File: src/rtl/mwd_pkg.sv
package mwd_pkg;

  // Strobes from control to datapath
  typedef struct packed {
    logic capture;  // latch the decode of the current address
    logic flush;    // clear the result registers
  } mwd_strobe_t;

endpackage

File: src/rtl/mwd_window_match.sv
module mwd_window_match #(
  parameter int MB_W = 16
) (
  input  logic            enable,
  input  logic [MB_W-1:0] addrMb,
  input  logic [MB_W-1:0] baseMb,
  input  logic [MB_W-1:0] limitMb,
  output logic            hit,
  output logic            isEmpty
);

  logic aboveBase;
  logic belowLimit;

  assign isEmpty    = baseMb > limitMb;
  assign aboveBase  = addrMb >= baseMb;
  assign belowLimit = addrMb <= limitMb;
  assign hit        = enable && !isEmpty && aboveBase && belowLimit;

endmodule

File: src/rtl/mwd_ctrl.sv
module mwd_ctrl
  import mwd_pkg::*;
(
  input  logic        clk,
  input  logic        rstN,
  input  logic        reqValid,
  output mwd_strobe_t strobe,
  output logic        selValid
);

  always_comb begin
    strobe.capture = reqValid;
    strobe.flush   = !reqValid;
  end

  always_ff @(posedge clk or negedge rstN) begin
    if (!rstN) selValid <= 1'b0;
    else       selValid <= reqValid;
  end

endmodule

File: src/rtl/mwd_datapath.sv
module mwd_datapath
  import mwd_pkg::*;
#(
  parameter int ADDR_W    = 36,
  parameter int GRAN_W    = 20,
  parameter int NUM_PORTS = 2,
  parameter int HI_REG_W  = 32
) (
  input  logic                                  clk,
  input  logic                                  rstN,
  input  mwd_strobe_t                           strobe,
  input  logic [ADDR_W-1:0]                     reqAddr,
  input  logic [NUM_PORTS-1:0]                  memEnable,
  input  logic                                  wideLinkMode,
  input  logic [31-GRAN_W:0]                    tolm,
  input  logic [ADDR_W-GRAN_W-1:0]              tomm,
  input  logic [NUM_PORTS-1:0][31-GRAN_W:0]     npBase,
  input  logic [NUM_PORTS-1:0][31-GRAN_W:0]     npLimit,
  input  logic [NUM_PORTS-1:0][31-GRAN_W:0]     pfBaseLo,
  input  logic [NUM_PORTS-1:0][31-GRAN_W:0]     pfLimitLo,
  input  logic [NUM_PORTS-1:0][HI_REG_W-1:0]    pfBaseHi,
  input  logic [NUM_PORTS-1:0][HI_REG_W-1:0]    pfLimitHi,
  output logic [NUM_PORTS-1:0]                  portSel,
  output logic                                  notClaimed,
  output logic                                  overlapErr,
  output logic                                  progErr
);

  localparam int MB_W  = ADDR_W - GRAN_W;   // address bits compared
  localparam int LO_W  = 32 - GRAN_W;       // bits below 4 GB
  localparam int HI_W  = ADDR_W - 32;       // implemented upper bits
  localparam int NWIN  = 2 * NUM_PORTS;
  localparam int CNT_W = $clog2(NWIN + 1);

  logic [MB_W-1:0]      addrMb;
  logic [MB_W-1:0]      tolmMb;
  logic [NUM_PORTS-1:0] portLive;
  logic [NUM_PORTS-1:0] npHit;
  logic [NUM_PORTS-1:0] pfHit;
  logic [NUM_PORTS-1:0] portBad;

  assign addrMb = reqAddr[ADDR_W-1:GRAN_W];
  assign tolmMb = {{HI_W{1'b0}}, tolm};

  for (genvar p = 0; p < NUM_PORTS; p++) begin : g_port
    logic [MB_W-1:0] npBaseMb, npLimitMb, pfBaseMb, pfLimitMb;
    logic            npEmpty, pfEmpty;
    logic            npLegal, pfLegal, pfLowOk, pfHighOk;

    // second port disappears in wide-link mode
    if (p == 1) begin : g_collapse
      assign portLive[p] = memEnable[p] && !wideLinkMode;
    end else begin : g_plain
      assign portLive[p] = memEnable[p];
    end

    assign npBaseMb  = {{HI_W{1'b0}}, npBase[p]};
    assign npLimitMb = {{HI_W{1'b0}}, npLimit[p]};
    assign pfBaseMb  = {pfBaseHi[p][HI_W-1:0],  pfBaseLo[p]};
    assign pfLimitMb = {pfLimitHi[p][HI_W-1:0], pfLimitLo[p]};

    mwd_window_match #(.MB_W(MB_W)) u_np (
      .enable (portLive[p]),
      .addrMb (addrMb),
      .baseMb (npBaseMb),
      .limitMb(npLimitMb),
      .hit    (npHit[p]),
      .isEmpty(npEmpty)
    );

    mwd_window_match #(.MB_W(MB_W)) u_pf (
      .enable (portLive[p]),
      .addrMb (addrMb),
      .baseMb (pfBaseMb),
      .limitMb(pfLimitMb),
      .hit    (pfHit[p]),
      .isEmpty(pfEmpty)
    );

    // placement rules; limits below 4 GB hold by register width
    assign npLegal  = npEmpty || (npBaseMb >= tolmMb);
    assign pfLowOk  = (pfBaseMb >= tolmMb) && (pfLimitMb[MB_W-1:LO_W] == '0);
    assign pfHighOk = pfBaseMb >= tomm;
    assign pfLegal  = pfEmpty || pfLowOk || pfHighOk;
    assign portBad[p] = portLive[p] && !(npLegal && pfLegal);
  end

  logic [NUM_PORTS-1:0] selNext;
  logic [CNT_W-1:0]     hitCount;

  always_comb begin
    logic found;
    found    = 1'b0;
    selNext  = '0;
    hitCount = '0;
    for (int p = 0; p < NUM_PORTS; p++) begin
      hitCount = hitCount + CNT_W'(npHit[p]) + CNT_W'(pfHit[p]);
      if (!found && (npHit[p] || pfHit[p])) begin
        selNext[p] = 1'b1;
        found      = 1'b1;
      end
    end
  end

  always_ff @(posedge clk or negedge rstN) begin
    if (!rstN) begin
      portSel    <= '0;
      notClaimed <= 1'b0;
      overlapErr <= 1'b0;
    end else if (strobe.capture) begin
      portSel    <= selNext;
      notClaimed <= (selNext == '0);
      overlapErr <= hitCount > CNT_W'(1);
    end else if (strobe.flush) begin
      portSel    <= '0;
      notClaimed <= 1'b0;
      overlapErr <= 1'b0;
    end
  end

  always_ff @(posedge clk or negedge rstN) begin
    if (!rstN) progErr <= 1'b0;
    else       progErr <= |portBad;
  end

endmodule

File: src/rtl/mem_window_decoder.sv
module mem_window_decoder
  import mwd_pkg::*;
#(
  parameter int ADDR_W    = 36,
  parameter int GRAN_W    = 20,
  parameter int NUM_PORTS = 2,
  parameter int HI_REG_W  = 32
) (
  input  logic                                  clk,
  input  logic                                  rstN,
  input  logic                                  reqValid,
  input  logic [ADDR_W-1:0]                     reqAddr,
  input  logic [NUM_PORTS-1:0]                  memEnable,
  input  logic                                  wideLinkMode,
  input  logic [31-GRAN_W:0]                    tolm,
  input  logic [ADDR_W-GRAN_W-1:0]              tomm,
  input  logic [NUM_PORTS-1:0][31-GRAN_W:0]     npBase,
  input  logic [NUM_PORTS-1:0][31-GRAN_W:0]     npLimit,
  input  logic [NUM_PORTS-1:0][31-GRAN_W:0]     pfBaseLo,
  input  logic [NUM_PORTS-1:0][31-GRAN_W:0]     pfLimitLo,
  input  logic [NUM_PORTS-1:0][HI_REG_W-1:0]    pfBaseHi,
  input  logic [NUM_PORTS-1:0][HI_REG_W-1:0]    pfLimitHi,
  output logic                                  selValid,
  output logic [NUM_PORTS-1:0]                  portSel,
  output logic                                  notClaimed,
  output logic                                  overlapErr,
  output logic                                  progErr
);

  mwd_strobe_t strobe;

  mwd_ctrl u_ctrl (
    .clk     (clk),
    .rstN    (rstN),
    .reqValid(reqValid),
    .strobe  (strobe),
    .selValid(selValid)
  );

  mwd_datapath #(
    .ADDR_W   (ADDR_W),
    .GRAN_W   (GRAN_W),
    .NUM_PORTS(NUM_PORTS),
    .HI_REG_W (HI_REG_W)
  ) u_dp (
    .clk         (clk),
    .rstN        (rstN),
    .strobe      (strobe),
    .reqAddr     (reqAddr),
    .memEnable   (memEnable),
    .wideLinkMode(wideLinkMode),
    .tolm        (tolm),
    .tomm        (tomm),
    .npBase      (npBase),
    .npLimit     (npLimit),
    .pfBaseLo    (pfBaseLo),
    .pfLimitLo   (pfLimitLo),
    .pfBaseHi    (pfBaseHi),
    .pfLimitHi   (pfLimitHi),
    .portSel     (portSel),
    .notClaimed  (notClaimed),
    .overlapErr  (overlapErr),
    .progErr     (progErr)
  );

endmodule

File: config.mk
export PLATFORM = sky130hd
export DESIGN_NAME = mem_window_decoder
export DESIGN_NICKNAME = d
export VERILOG_FILES = /design/src/rtl/mwd_pkg.sv /design/src/rtl/mwd_window_match.sv /design/src/rtl/mwd_ctrl.sv /design/src/rtl/mwd_datapath.sv /design/src/rtl/mem_window_decoder.sv
export SDC_FILE = /design/constraint.sdc
export NUM_CORES = 1
export LEC_CHECK = 0
export BUFFER_PORTS_ARGS = -buffer_cell sky130_fd_sc_hd__clkbuf_2
export CORE_MARGIN = 10
export CORE_UTILIZATION = 44
export DETAILED_ROUTE_END_ITERATION = 8
export PLACE_DENSITY = 0.83
export SYNTH_ARGS = -nofsm -noshare
export SYNTH_HDL_FRONTEND = slang
export SYNTH_SLANG_ARGS = --single-unit
File: constraint.sdc
create_clock -name clk -period 0.8 [get_ports clk]
set_input_delay 0 -clock clk [delete_from_list [all_inputs] [get_ports clk]]
set_output_delay 0 -clock clk [all_outputs]
set_load 0.02 [all_outputs]
## Yosys cells after proc, flatten, opt, wreduce, memory -nomap -nowiden

Cells that the tools add are included.

- Add/sub/neg operators: 3
- $lt $le $gt $ge: 19
- Muxes and demuxes: 5
- Reduce and logical (&&, ||, !) cells: 40

Operators with widths:

| cell | number |
|---|---|
| 16-bit by 12-bit greater-or-equal comparator with 1-bit output | 4 |
| 16-bit greater-or-equal comparator | 4 |
| 16-bit > comparator | 2 |
| 16-bit by 12-bit less-or-equal comparator with 1-bit output | 2 |
| 16-bit less-or-equal comparator | 2 |
| 12-bit greater-or-equal comparator | 2 |
| 12-bit > comparator | 2 |
| 1-bit logical AND | 20 |
| 1-bit zero test | 8 |
| 4-bit zero test | 2 |
| 1-bit logical OR | 8 |
| 3-bit by 1-bit adder with 3-bit output | 2 |
| 1-bit two-way mux | 4 |
| 3-bit by 1-bit > comparator with 1-bit output (second input constant) | 1 |
| 1-bit by 1-bit adder with 2-bit output | 1 |
| 2-bit zero test | 1 |
| 2-bit two-way mux | 1 |
| 2-bit OR reduction | 1 |

- Flip-flop bits (word level): 6
- Input bits: 294
- Output and inout port bits: 6
- Logic and storage cells: 72

## Longest topological paths before layout

Gate-level depths: netlist (run 1).

- Depth in word-level cells: 12
- Depth in mapped cells: 13

## Cells and area by module

Synthesis (run 1) repeated with hierarchy kept, for this count alone.

- Cell total of the unflattened synthesis: 850
- Area, all modules: 6,623.9 µm²

Modules (own cells, without submodules):

| module | times used | cells an instance | area each (µm²) |
|---|---|---|---|
| mwd_window_match | 4 | 148 | 1,137.3 |
| mwd_datapath | 1 | 255 | 2,038.2 |
| mwd_ctrl | 1 | 3 | 36.3 |

## Least setup slack after synthesis (run 1)

OpenSTA, ideal clock, no wires.

- Path kind: input to register
- Start: input pfLimitHi[1] (netlist name)
- End: register u_dp.overlapErr
- Setup time: 0.120 ns
- Arrival: 2.295 ns
- Setup slack: -1.615 ns
- Stages on the path: 11
- Cells stage by stage: inv_1 > ha_1 > nand4_1 > or3_1 > nor3_1 > nor2_1 > a2111oi_0 > ha_1 > ha_1 > o21a_1 > a31o_2

- Longest elaborated chain between the ends: 10
- Elaborated cells between the ends (all ways): 11

RTL lines:

| item | line | text |
|---|---|---|
| from (decl) | mem_window_decoder.sv:22 | `input logic [NUM_PORTS-1:0][HI_REG_W-1:0] pfLimitHi,` |
| 16-bit > comparator | mwd_window_match.sv:15 | `assign isEmpty = baseMb > limitMb;` |
| 1-bit zero test | mwd_window_match.sv:18 | `assign hit = enable && !isEmpty && aboveBase && belowLimit;` |
| 1-bit logical AND (2 in a row) | mwd_window_match.sv:18 |  |
| 1-bit logical AND * | mwd_window_match.sv:18 |  |
| 1-bit by 1-bit adder with 2-bit output * | mwd_datapath.sv:97 | `hitCount = hitCount + CNT_W'(npHit[p]) + CNT_W'(pfHit[p]);` |
| 3-bit by 1-bit adder with 3-bit output * (2 in a row) | mwd_datapath.sv:97 |  |
| 3-bit by 1-bit > comparator with 1-bit output * | mwd_datapath.sv:113 | `overlapErr <= hitCount > CNT_W'(1);` |
| 1-bit two-way mux * | mwd_datapath.sv:110 | `end else if (strobe.capture) begin` |
| to (signal assigned) | mwd_datapath.sv:113 |  |
| to (decl) | mwd_datapath.sv:25 | `output logic overlapErr,` |

Mark *: on every way between the ends. The rest lies on a longest branch, timed or not.

## Worst setup path after layout (run 1)

- Start: input pfLimitLo[10] (netlist name)
- End: register u_dp.overlapErr

- Longest elaborated chain between the ends: 10
- Elaborated cells between the ends (all ways): 11

RTL lines:

| item | line | text |
|---|---|---|
| from (decl) | mem_window_decoder.sv:20 | `input logic [NUM_PORTS-1:0][31-GRAN_W:0] pfLimitLo,` |
| 16-bit > comparator | mwd_window_match.sv:15 |  |
| 1-bit zero test | mwd_window_match.sv:18 |  |
| 1-bit logical AND (2 in a row) | mwd_window_match.sv:18 |  |
| 1-bit logical AND * | mwd_window_match.sv:18 |  |
| 1-bit by 1-bit adder with 2-bit output * | mwd_datapath.sv:97 |  |
| 3-bit by 1-bit adder with 3-bit output * (2 in a row) | mwd_datapath.sv:97 |  |
| 3-bit by 1-bit > comparator with 1-bit output * | mwd_datapath.sv:113 |  |
| 1-bit two-way mux * | mwd_datapath.sv:110 |  |

Marks and branches as above.

==> results of run 1 <==
-- kinds of logic (layout without fill, tap and decap cells) --
| kind of cell | Yosys count | in the layout | synth area share |
|---|---|---|---|
| AOI/OAI and AO/OA | 198 | 198 | 0.209 |
| adders and majority gates | 251 | 251 | 0.526 |
| buffers and inverters | 142 | 504 | 0.0892 |
| DFF | 6 | 6 | 0.0251 |
| and+or+nand+nor | 169 | 169 | 0.151 |
-- worst max path at each step --
stage / startpoint / end / slack [ns] / depth (start not counted)
5_1_grt: pfLimitLo[10] / u_dp.overlapErr / -1.68 / 13
3_5_place_dp: pfLimitLo[5] / u_dp.overlapErr / -1.79 / 13
4_1_cts: reqAddr[20] / u_dp.overlapErr / -1.49 / 14
6_report: pfLimitLo[10] / u_dp.overlapErr / -1.57 / 13
2_1_floorplan: pfLimitLo[5] / u_dp.overlapErr / -1.40 / 12
3_3_place_gp: pfLimitLo[5] / u_dp.overlapErr / -1.74 / 13
-- repair_timing --
action / in CTS / in global routing
setup endpoints to repair: 5 / 5
gates resized for setup: 33 / 8
endpoints found under the hold margin: 7 / 0
hold buffers: 2 / 0
pin swaps: 15 / 15
buffers inserted: 2 / 1
cloned: 0 / 0
-- synth_stat cells, drive strengths merged, types with 2 or more instances --
cell / n
nand3: 16
nor3: 12
a31oi: 3
a21oi: 72
a211oi: 18
nand2b: 11
nor2: 28
or4b: 2
ha: 251
or3: 2
inv: 142
a22o: 2
a2111oi: 5
and4: 4
o21ai: 39
o211ai: 5
o2111ai: 6
dfrtp: 6
a21boi: 2
or4: 3
nor2b: 11
o21a: 7
a211o: 4
a21o: 19
nand2: 30
nand4: 42
o31ai: 3
nor4: 5
a221oi: 2
-- cell type report --
type / count / area (sq um) / share of cell area
multi-input cells: 618 / 5580 / 0.623
repair buffers: 359 / 2370 / 0.264
inverters: 142 / 564 / 0.0630
well taps: 176 / 220 / 0.0246
flip-flops and latches: 6 / 150 / 0.0168
clock buffers: 3 / 75.1 / 0.00838
-- routing by layer --
metal,global-route usage,wire length (microns),part of all wire
met5,0,0,0
met4,0.0633,596,0.027
met3,0.0345,1670,0.075
met2,0.408,10500,0.47
met1,0.282,9550,0.43
-- power breakdown --
part	leakage, nW	total, mW	internal (mW)	switching, mW
Combinational	5.05	4.64	2.32	2.31
Clock	0.0370	0.808	0.641	0.167
Sequential	0.0773	0.330	0.325	0.00485
-- sequential cells by signal, indices dropped and copies added, names as in the netlist --
| register | cells |
|---|---|
| u_dp.notClaimed | 1 |
| u_ctrl.selValid | 1 |
| u_dp.progErr | 1 |
| u_dp.overlapErr | 1 |
| u_dp.portSel | 2 |
==> results_dict.tcl, run 1 <==
set metrics [dict create \
    run_status "finished, violations left" \
    failing_checks "setup timing" \
    num_rows 42 \
    final-hold-violation-count 0 \
    crit_chain "clkbuf_2 > inv_2 > ha_4 > nand4_1 > inv_1 > a221o_1 > a221oi_2 > a31oi_2 > a2111oi_4 > ha_1 > ha_2 > o21a_1 > a31o_2" \
    finalWeightedCongestion 0.970 \
    worst-slew-pin-transition_ns 0.436 \
    postSynthNetCount 1311 \
    post-synth-top-area-cell "sky130_fd_sc_hd__ha_1" \
    largest_net_degree_at_the_start_of_global_routing 8 \
    final_core_util 0.674 \
    kind_of_start_point_of_the_critical_path "input pin" \
    post_route_cells_drive_above_1_share 0.358 \
    drt_wl_total_microns 22300 \
    critical_path.max_stage_delay_ns 0.37 \
    antennaDiodeCount 0 \
    groute.usage.overall 0.231 \
    timing.hold.worst.start "reqValid" \
    ys.flop_type "sky130_fd_sc_hd__dfrtp_1" \
    syn-cell-area_sq_mm 0.00597 \
    cts_root_buffer "sky130_fd_sc_hd__clkbuf_16" \
    numClockSinks 6 \
    ir_worst_vdd_uv 441 \
    post-synth-top-area-fraction 0.526 \
    rsz0062_at_grt "yes" \
    ios 300 \
    dpl-instance-area_sq_mm 0.00862 \
    final_nets 1675 \
    post_synth_main_area_contributors "sky130_fd_sc_hd__ha_1, sky130_fd_sc_hd__inv_1, sky130_fd_sc_hd__a21oi_1, sky130_fd_sc_hd__nand4_1, sky130_fd_sc_hd__o21ai_0" \
    critPathMaxFanout 3 \
    fin_crit_sh 2.96 \
    unique_masters_post_synth 46 \
    grt_pass1_wl_microns 35200 \
    drcViolationCount 0 \
    post-dp-hpwl_microns 20400 \
    grt_overflow_total 0 \
    via_per_inst 5.50 \
    postLayoutSetupSlackWorst_ns -1.57 \
    timing.critical_path.max_delay_family "compound AO/OA/AOI/OAI gates" \
    max-clock-path-buffers 2 \
    floorplan.die_area_sq_mm 0.0186 \
    tritoncts "done" \
    period_needed_ns 2.37 \
    avgRoutedWirePerCell_microns 17.1 \
    cts_made_buffers 3 \
    slew_violations 0 \
    drtAntennaViolNets 0 \
    drt_first_iter_violations 337 \
    area_growth_syn_to_layout_pct 49.9 \
    number_of_antenna_violations_at_the_first_check_in_global_routing 0 \
    setup-tns-final_ns -6.36 \
    vias 7170 \
    numPortBuffers 167 \
    critPathKind "input pin to flip-flop" \
    detail_route.first_pass.iterations 5 \
    timing.final.setup_violations 5 \
    final_design_area_no_fill_sq_mm 0.00896 \
    total_power_mw 5.78 \
    leakagePower_nw 5.17 \
    worst_hold_path_type "input pin to flip-flop" \
    die_x_microns 137 \
    cell_depth_of_the_worst_hold_path 3 \
    cp_slowest_cell "sky130_fd_sc_hd__a2111oi_4" \
    placement.setup.worst_slack_ns -1.79 \
    coreArea_sq_mm 0.0133 \
    syn-mean-instance-area_sq_um 7.80 \
    synth_seq_area_share 0.0251 \
    slew_headroom 0.702 \
    worst-endpoint-required_ns 0.91 \
    cp_num_buf_inv 3 \
    cts.reportedPaths.clkPinSlew_ns 0.03 \
    critPathCaptureType "flip-flop" \
    synth-edff-count 0 \
    die_y_microns 137 \
    count_of_max_cap_constraint_violations 0 \
    synth_warnings 0 \
    worst_endpoint_data_arrival_time_ns 2.48 \
    placedCellCount 1296 \
    fin_worst_hold_slack_ns 0.0719 \
    finished_layout_cells 1304 \
    via_count_of_the_first_global_routing_pass 7693 \
    mostFrequentLayoutCell "sky130_fd_sc_hd__ha_1" \
    mostFrequentLayoutCells "sky130_fd_sc_hd__ha_1, sky130_fd_sc_hd__buf_4, sky130_fd_sc_hd__clkbuf_2" \
    num-fill-cells 1086 \
    synthesis.instances 766 \
    achievable-frequency_ghz 0.422 \
    p_per_area_mw_per_mm2 645 \
    min_to "u_dp.notClaimed" \
    ys_ff_latch 6 \
    clock_tree.htree_level_count 1 \
    synthArstFlopShare 1.00 \
    initial_utilization 0.449 \
]
Note: power is estimated with default switching activity, not from simulation.
==> inputs of run 2 (changes only) <==
--- a/config.mk
+++ b/config.mk
@@ -5,9 +5,10 @@
 export SDC_FILE = /design/constraint.sdc
 export NUM_CORES = 1
 export LEC_CHECK = 0
+export ABC_AREA = 1
 export BUFFER_PORTS_ARGS = -buffer_cell sky130_fd_sc_hd__clkbuf_2
 export CORE_MARGIN = 10
-export CORE_UTILIZATION = 44
+export CORE_UTILIZATION = 45
 export DETAILED_ROUTE_END_ITERATION = 8
 export PLACE_DENSITY = 0.83
 export SYNTH_ARGS = -nofsm -noshare
==> run 2 against run 1 <==
Compared with the run above:
- first-iteration DRC count up 24%
- die area grew 3.9%
- non-clock buffer count decreased by 62
- via count grew 3.8%
- combinational power is 4% higher
- fmax increased by 4.8%
- the run still ends with setup timing left
- sequential power about the same
- sequential share of layout area about the same
- count of clock-buffer cells in the layout did not move
==> results_dict.tcl, run 2 <==
set metrics [dict create \
    run_status "finished, violations left" \
    failing_checks "setup timing" \
    post-synth-top-area-fraction 0.491 \
    drt_first_iter_violations 417 \
    num_rows 43 \
    max-clock-path-buffers 2 \
    via_per_inst 5.16 \
    detail_route.first_pass.iterations 6 \
    crit_chain "clkbuf_2 > ha_4 > a21oi_1 > nor2_1 > nor3_2 > buf_4 > nand2_1 > nand2_1 > nand2_1 > a21boi_2 > nand2_1 > nor2_2 > ha_1 > ha_1 > nand4_1 > a21oi_2" \
    drt_wl_total_microns 22700 \
    period_needed_ns 2.26 \
    cts_made_buffers 3 \
    postSynthNetCount 1508 \
    count_of_max_cap_constraint_violations 0 \
    ios 300 \
    grt_pass1_wl_microns 35300 \
    placedCellCount 1433 \
    largest_register_ffs 2 \
    critPathMaxFanout 2 \
    post-synth-top-count-cell "sky130_fd_sc_hd__ha_1" \
    post_route_cells_drive_above_1_share 0.325 \
    mostFrequentLayoutCells "sky130_fd_sc_hd__ha_1, sky130_fd_sc_hd__nand2_1, sky130_fd_sc_hd__inv_1" \
    synth-edff-count 0 \
    post-synth-top-area-cell "sky130_fd_sc_hd__ha_1" \
    ir_worst_vdd_uv 561 \
    synth_warnings 0 \
    final-hold-violation-count 0 \
    achievable-frequency_ghz 0.442 \
    final_design_area_no_fill_sq_mm 0.00918 \
    cp_slowest_cell "sky130_fd_sc_hd__ha_1" \
    final_nets 1810 \
    postLayoutSetupSlackWorst_ns -1.46 \
    initial_utilization 0.460 \
    slew_violations 0 \
    finished_layout_cells 1444 \
    avgRoutedWirePerCell_microns 15.7 \
    worst_endpoint_data_arrival_time_ns 2.40 \
    fin_crit_sh 2.83 \
    largest-register "u_dp.portSel" \
    via_count_of_the_first_global_routing_pass 7331 \
    clock_tree.htree_level_count 1 \
    slew_headroom 0.753 \
    post_synth_main_area_contributors "sky130_fd_sc_hd__ha_1, sky130_fd_sc_hd__inv_1, sky130_fd_sc_hd__nand2_1, sky130_fd_sc_hd__a21oi_1, sky130_fd_sc_hd__nor2_1" \
    area_growth_syn_to_layout_pct 43.6 \
    grt_overflow_total 0 \
    die_y_microns 139 \
    synthesis.instances 963 \
    number_of_antenna_violations_at_the_first_check_in_global_routing 2 \
    ys_ff_latch 6 \
    cts.reportedPaths.clkPinSlew_ns 0.03 \
    timing.critical_path.max_delay_family "simple AND/OR/NAND/NOR gates" \
    finalWeightedCongestion 0.926 \
    worst-slew-pin-transition_ns 0.368 \
    drcViolationCount 0 \
    critPathCaptureType "flip-flop" \
    numPortBuffers 167 \
    p_per_area_mw_per_mm2 652 \
    ys_top_cells_by_count "sky130_fd_sc_hd__ha_1, sky130_fd_sc_hd__inv_1, sky130_fd_sc_hd__nand2_1" \
    cts_root_buffer "sky130_fd_sc_hd__clkbuf_16" \
    syn-mean-instance-area_sq_um 6.64 \
    post-dp-hpwl_microns 19400 \
    worst-endpoint-required_ns 0.94 \
    floorplan.die_area_sq_mm 0.0194 \
    final_core_util 0.661 \
    vias 7444 \
    timing.final.setup_violations 5 \
    kind_of_start_point_of_the_critical_path "input pin" \
    synthArstFlopShare 1.00 \
    drtAntennaViolNets 0 \
    groute.usage.overall 0.215 \
    leakagePower_nw 5.47 \
    die_x_microns 139 \
    critPathKind "input pin to flip-flop" \
    coreArea_sq_mm 0.0139 \
    cp_common_cell "sky130_fd_sc_hd__nand2_1" \
    cp_num_buf_inv 2 \
    largest_net_degree_at_the_start_of_global_routing 8 \
    unique_masters_post_synth 27 \
    syn-cell-area_sq_mm 0.00639 \
    numClockSinks 6 \
    mostFrequentLayoutCell "sky130_fd_sc_hd__ha_1" \
    tritoncts "done" \
    dpl-instance-area_sq_mm 0.00858 \
    ys.flop_type "sky130_fd_sc_hd__dfrtp_1" \
    synth_seq_area_share 0.0235 \
    worst_hold_path_type "input pin to asynchronous set/reset pin" \
    rsz0062_at_grt "yes" \
    critical_path.max_stage_delay_ns 0.29 \
]
run 2: cells by family (layout without fill, tap and decap cells):
family                     count (synthesis)  after routing  share of synthesized area
DFF                                        6              6                     0.0235
and+or+nand+nor                          329            329                      0.219
buffers and inverters                    201            501                      0.118
other                                      0              1                          0
adders and majority gates                251            251                      0.491
AOI/OAI and AO/OA                        176            176                      0.148
run 2: power by group:
part	switching [mW]	internal, mW
combinational	2.63	2.22
sequential	0.00489	0.324
clock	0.168	0.642
run 2: layout make-up:
class / count / area (sq um)
Multi-Input combinational cell: 756 / 6060
Sequential cell: 6 / 150
Inverter: 201 / 778
Timing Repair Buffer: 297 / 1890
Clock buffer: 3 / 75.1
Antenna cell: 1 / 2.50
Fill cell: 1170 / 4700
Tap cell: 180 / 225
run 2: path summary, 6_finish.rpt:
path | from | to | slack [ns] | cells after the start
setup / recovery | pfBaseLo[5] | u_dp.overlapErr | -1.46 | 16
max in group asynchronous | rstN | u_dp.portSel[0] | 0.51 | 2
hold / removal | rstN | u_dp.notClaimed | 0.14 | 2
min in group clk | memEnable[0] | u_dp.progErr | 0.19 | 4
run 2: per-stage QoR:
stage          TNS (ns)  hold slack (ns)  power, mW  worst slack, ns
5_1_grt           -5.05            0.157       6.63            -1.51
4_1_cts           -4.16            0.139       5.68            -1.30
3_3_place_gp      -5.31           -0.173       4.47            -1.45
2_1_floorplan     -3.35           -0.296       2.74            -1.11
6_report          -4.64            0.135       5.98            -1.46
3_5_place_dp      -5.63           -0.173       4.65            -1.54
run 2: per-layer routing:
metal	GRT usage	up-vias	wire length, microns
met3	0.0301	50	1460
met4	0.0538	2	631
met5	0	-	13
met2	0.362	259	10500
li1	-	3840	-
met1	0.279	3293	10100
run 2: what timing repair did:
item                                    CTS  global route
endpoints found under the hold margin     7             0
resized for setup                        53            60
endpoints found under the setup margin    5             5
hold buffers                              2             0
setup buffers                             2             5
pin swaps                                26            47
==> inputs of run 3 (changes only) <==
--- a/config.mk
+++ b/config.mk
@@ -7,10 +7,13 @@
 export LEC_CHECK = 0
 export ABC_AREA = 1
 export BUFFER_PORTS_ARGS = -buffer_cell sky130_fd_sc_hd__clkbuf_2
+export CELL_PAD_IN_SITES_DETAIL_PLACEMENT = 1
+export CELL_PAD_IN_SITES_GLOBAL_PLACEMENT = 1
 export CORE_MARGIN = 10
-export CORE_UTILIZATION = 45
+export CORE_UTILIZATION = 30
 export DETAILED_ROUTE_END_ITERATION = 8
 export PLACE_DENSITY = 0.83
 export SYNTH_ARGS = -nofsm -noshare
 export SYNTH_HDL_FRONTEND = slang
 export SYNTH_SLANG_ARGS = --single-unit
+export TNS_END_PERCENT = 20
==> run 3 against run 2 <==
Compared with the run above:
- the flow still finishes with violations (setup timing)
- hold slack lost 0.017 ns
- via count grew 2.1%
- design area shrank 4.0%
- sequential power is essentially flat
- critical path type unchanged
- critical path depth is the same
- global-route usage shrank 3.4 points
- non-clock buffer count grew 9
- worst setup slack gained 0.16 ns
- die area grew 42%
- combinational power shrank 6.4%
- sequential cell count is the same
- sequential share of layout area grew 0.069 points
==> results_dict.tcl, run 3 (synthesis results as in run 2) <==
set metrics [dict create \
    post-dp-hpwl_microns 23900 \
    worst-slew-pin-transition_ns 0.486 \
    setup-tns-final_ns -4.75 \
    largest-register "u_dp.portSel" \
    largest_net_degree_at_the_start_of_global_routing 7 \
    clock_tree.htree_level_count 1 \
    coreArea_sq_mm 0.0210 \
    worst-endpoint-required_ns 0.95 \
    mostFrequentLayoutCells "sky130_fd_sc_hd__ha_1, sky130_fd_sc_hd__inv_1, sky130_fd_sc_hd__nand2_1" \
    worst_endpoint_data_arrival_time_ns 2.26 \
    drt_first_iter_violations 197 \
    antennaDiodeCount 0 \
    cts_made_buffers 3 \
    run_status "finished, violations left" \
    max-clock-path-buffers 2 \
    grt_pass1_wl_microns 41400 \
    drtAntennaViolNets 0 \
    failing_checks "setup timing" \
    count_of_max_cap_constraint_violations 0 \
    number_of_antenna_violations_at_the_first_check_in_global_routing 2 \
    cts.reportedPaths.clkPinSlew_ns 0.03 \
    postLayoutSetupSlackWorst_ns -1.31 \
    cp_common_cell "sky130_fd_sc_hd__ha_1" \
    tritoncts "done" \
    worst_hold_path_type "input pin to flip-flop" \
    finalWeightedCongestion 0.885 \
    initial_utilization 0.304 \
    num_rows 53 \
    ir_worst_vdd_uv 486 \
    via_count_of_the_first_global_routing_pass 8509 \
    drt_wl_total_microns 26200 \
    post_route_cells_drive_above_1_share 0.259 \
    ios 300 \
    largest_register_ffs 2 \
    placement.setup.worst_slack_ns -1.57 \
    fin_crit_sh 2.63 \
    mostFrequentLayoutCell "sky130_fd_sc_hd__ha_1" \
    final_nets 1819 \
    groute.usage.overall 0.181 \
    grt_overflow_total 0 \
    numPortBuffers 167 \
    crit_chain "buf_6 > clkinvlp_4 > buf_6 > ha_1 > inv_1 > a21oi_1 > o21a_1 > o221ai_1 > nand2_1 > nand3_1 > nand2_1 > nor2_2 > ha_1 > ha_1 > nand4_1 > a21oi_1" \
    via_per_inst 4.91 \
    kind_of_start_point_of_the_critical_path "input pin" \
    achievable-frequency_ghz 0.475 \
    final_core_util 0.419 \
    period_needed_ns 2.11 \
    critPathCaptureType "flip-flop" \
    cp_slowest_cell "sky130_fd_sc_hd__ha_1" \
    slew_headroom 0.673 \
    area_growth_syn_to_layout_pct 37.8 \
    avgRoutedWirePerCell_microns 16.9 \
    cts_root_buffer "sky130_fd_sc_hd__clkbuf_16" \
    final-hold-violation-count 0 \
    detail_route.first_pass.iterations 4 \
    critPathKind "input pin to flip-flop" \
    rsz0062_at_grt "yes" \
    numClockSinks 6 \
    die_x_microns 166 \
    leakagePower_nw 5.50 \
    die_y_microns 166 \
    critPathMaxFanout 4 \
    timing.final.setup_violations 5 \
    critical_path.max_stage_delay_ns 0.28 \
    p_per_area_mw_per_mm2 643 \
    vias 7600 \
    slew_violations 0 \
    drcViolationCount 0 \
    fin_worst_hold_slack_ns 0.118 \
    floorplan.die_area_sq_mm 0.0275 \
]
## run 3: final timing paths
path                               from  slack, ns  cells past startpoint              end
worst max-delay path        reqAddr[20]      -1.31                     16  u_dp.overlapErr
worst min-delay path       memEnable[0]       0.12                      3     u_dp.progErr
max in group asynchronous          rstN       0.52                      2  u_dp.overlapErr
min in group asynchronous          rstN       0.13                      2  u_ctrl.selValid
## run 3: final cells by class
cell class / instances / area [sq um]
Inverter: 201 / 758
Clock buffer: 3 / 75.1
Tap cell: 275 / 344
Sequential cell: 6 / 150
Multi-Input combinational cell: 756 / 5550
Timing Repair Buffer: 306 / 1930
Fill cell: 2800 / 12200
## run 3: worst max-delay path, delay by kind of cell
family                     cells  cell delay [ns]
and+or+nand+nor                5             0.48
buffers and inverters          4             0.52
adders and majority gates      3             0.72
AOI/OAI and AO/OA              4             0.53
## run 3: timing repair
item / CTS / global route
resized for setup: 10 / 9
pin swaps: 1 / 12
hold buffers: 2 / 0
endpoints found under the setup margin: 5 / 5
gates cloned: 0 / 0
hold endpoints to repair: 7 / 0
setup buffers: 0 / 1
## run 3: routing by layer
layer,vias to the layer above,track usage,routed length [microns]
met2,191,0.329,12500
met5,-,0,24
li1,3851,-,-
met4,4,0.0324,401
met3,28,0.0279,1500
met1,3526,0.220,11700
## run 3: report_power, final
part | leakage (nW) | internal (mW) | switching (mW)
Clock | 0.0370 | 0.641 | 0.169
Combinational | 5.39 | 2.02 | 2.50
Sequential | 0.0776 | 0.324 | 0.00598
## run 3: stage by stage
stage / cells / cell area [sq um] / power, mW
floorplan: 963 / 6410 / 2.64
global placement: 1541 / 8630 / 4.48
detailed placement: 1541 / 8630 / 4.78
CTS: 1546 / 8760 / 5.65
global route: 1547 / 8810 / 6.36
finish: 1547 / 8810 / 5.67
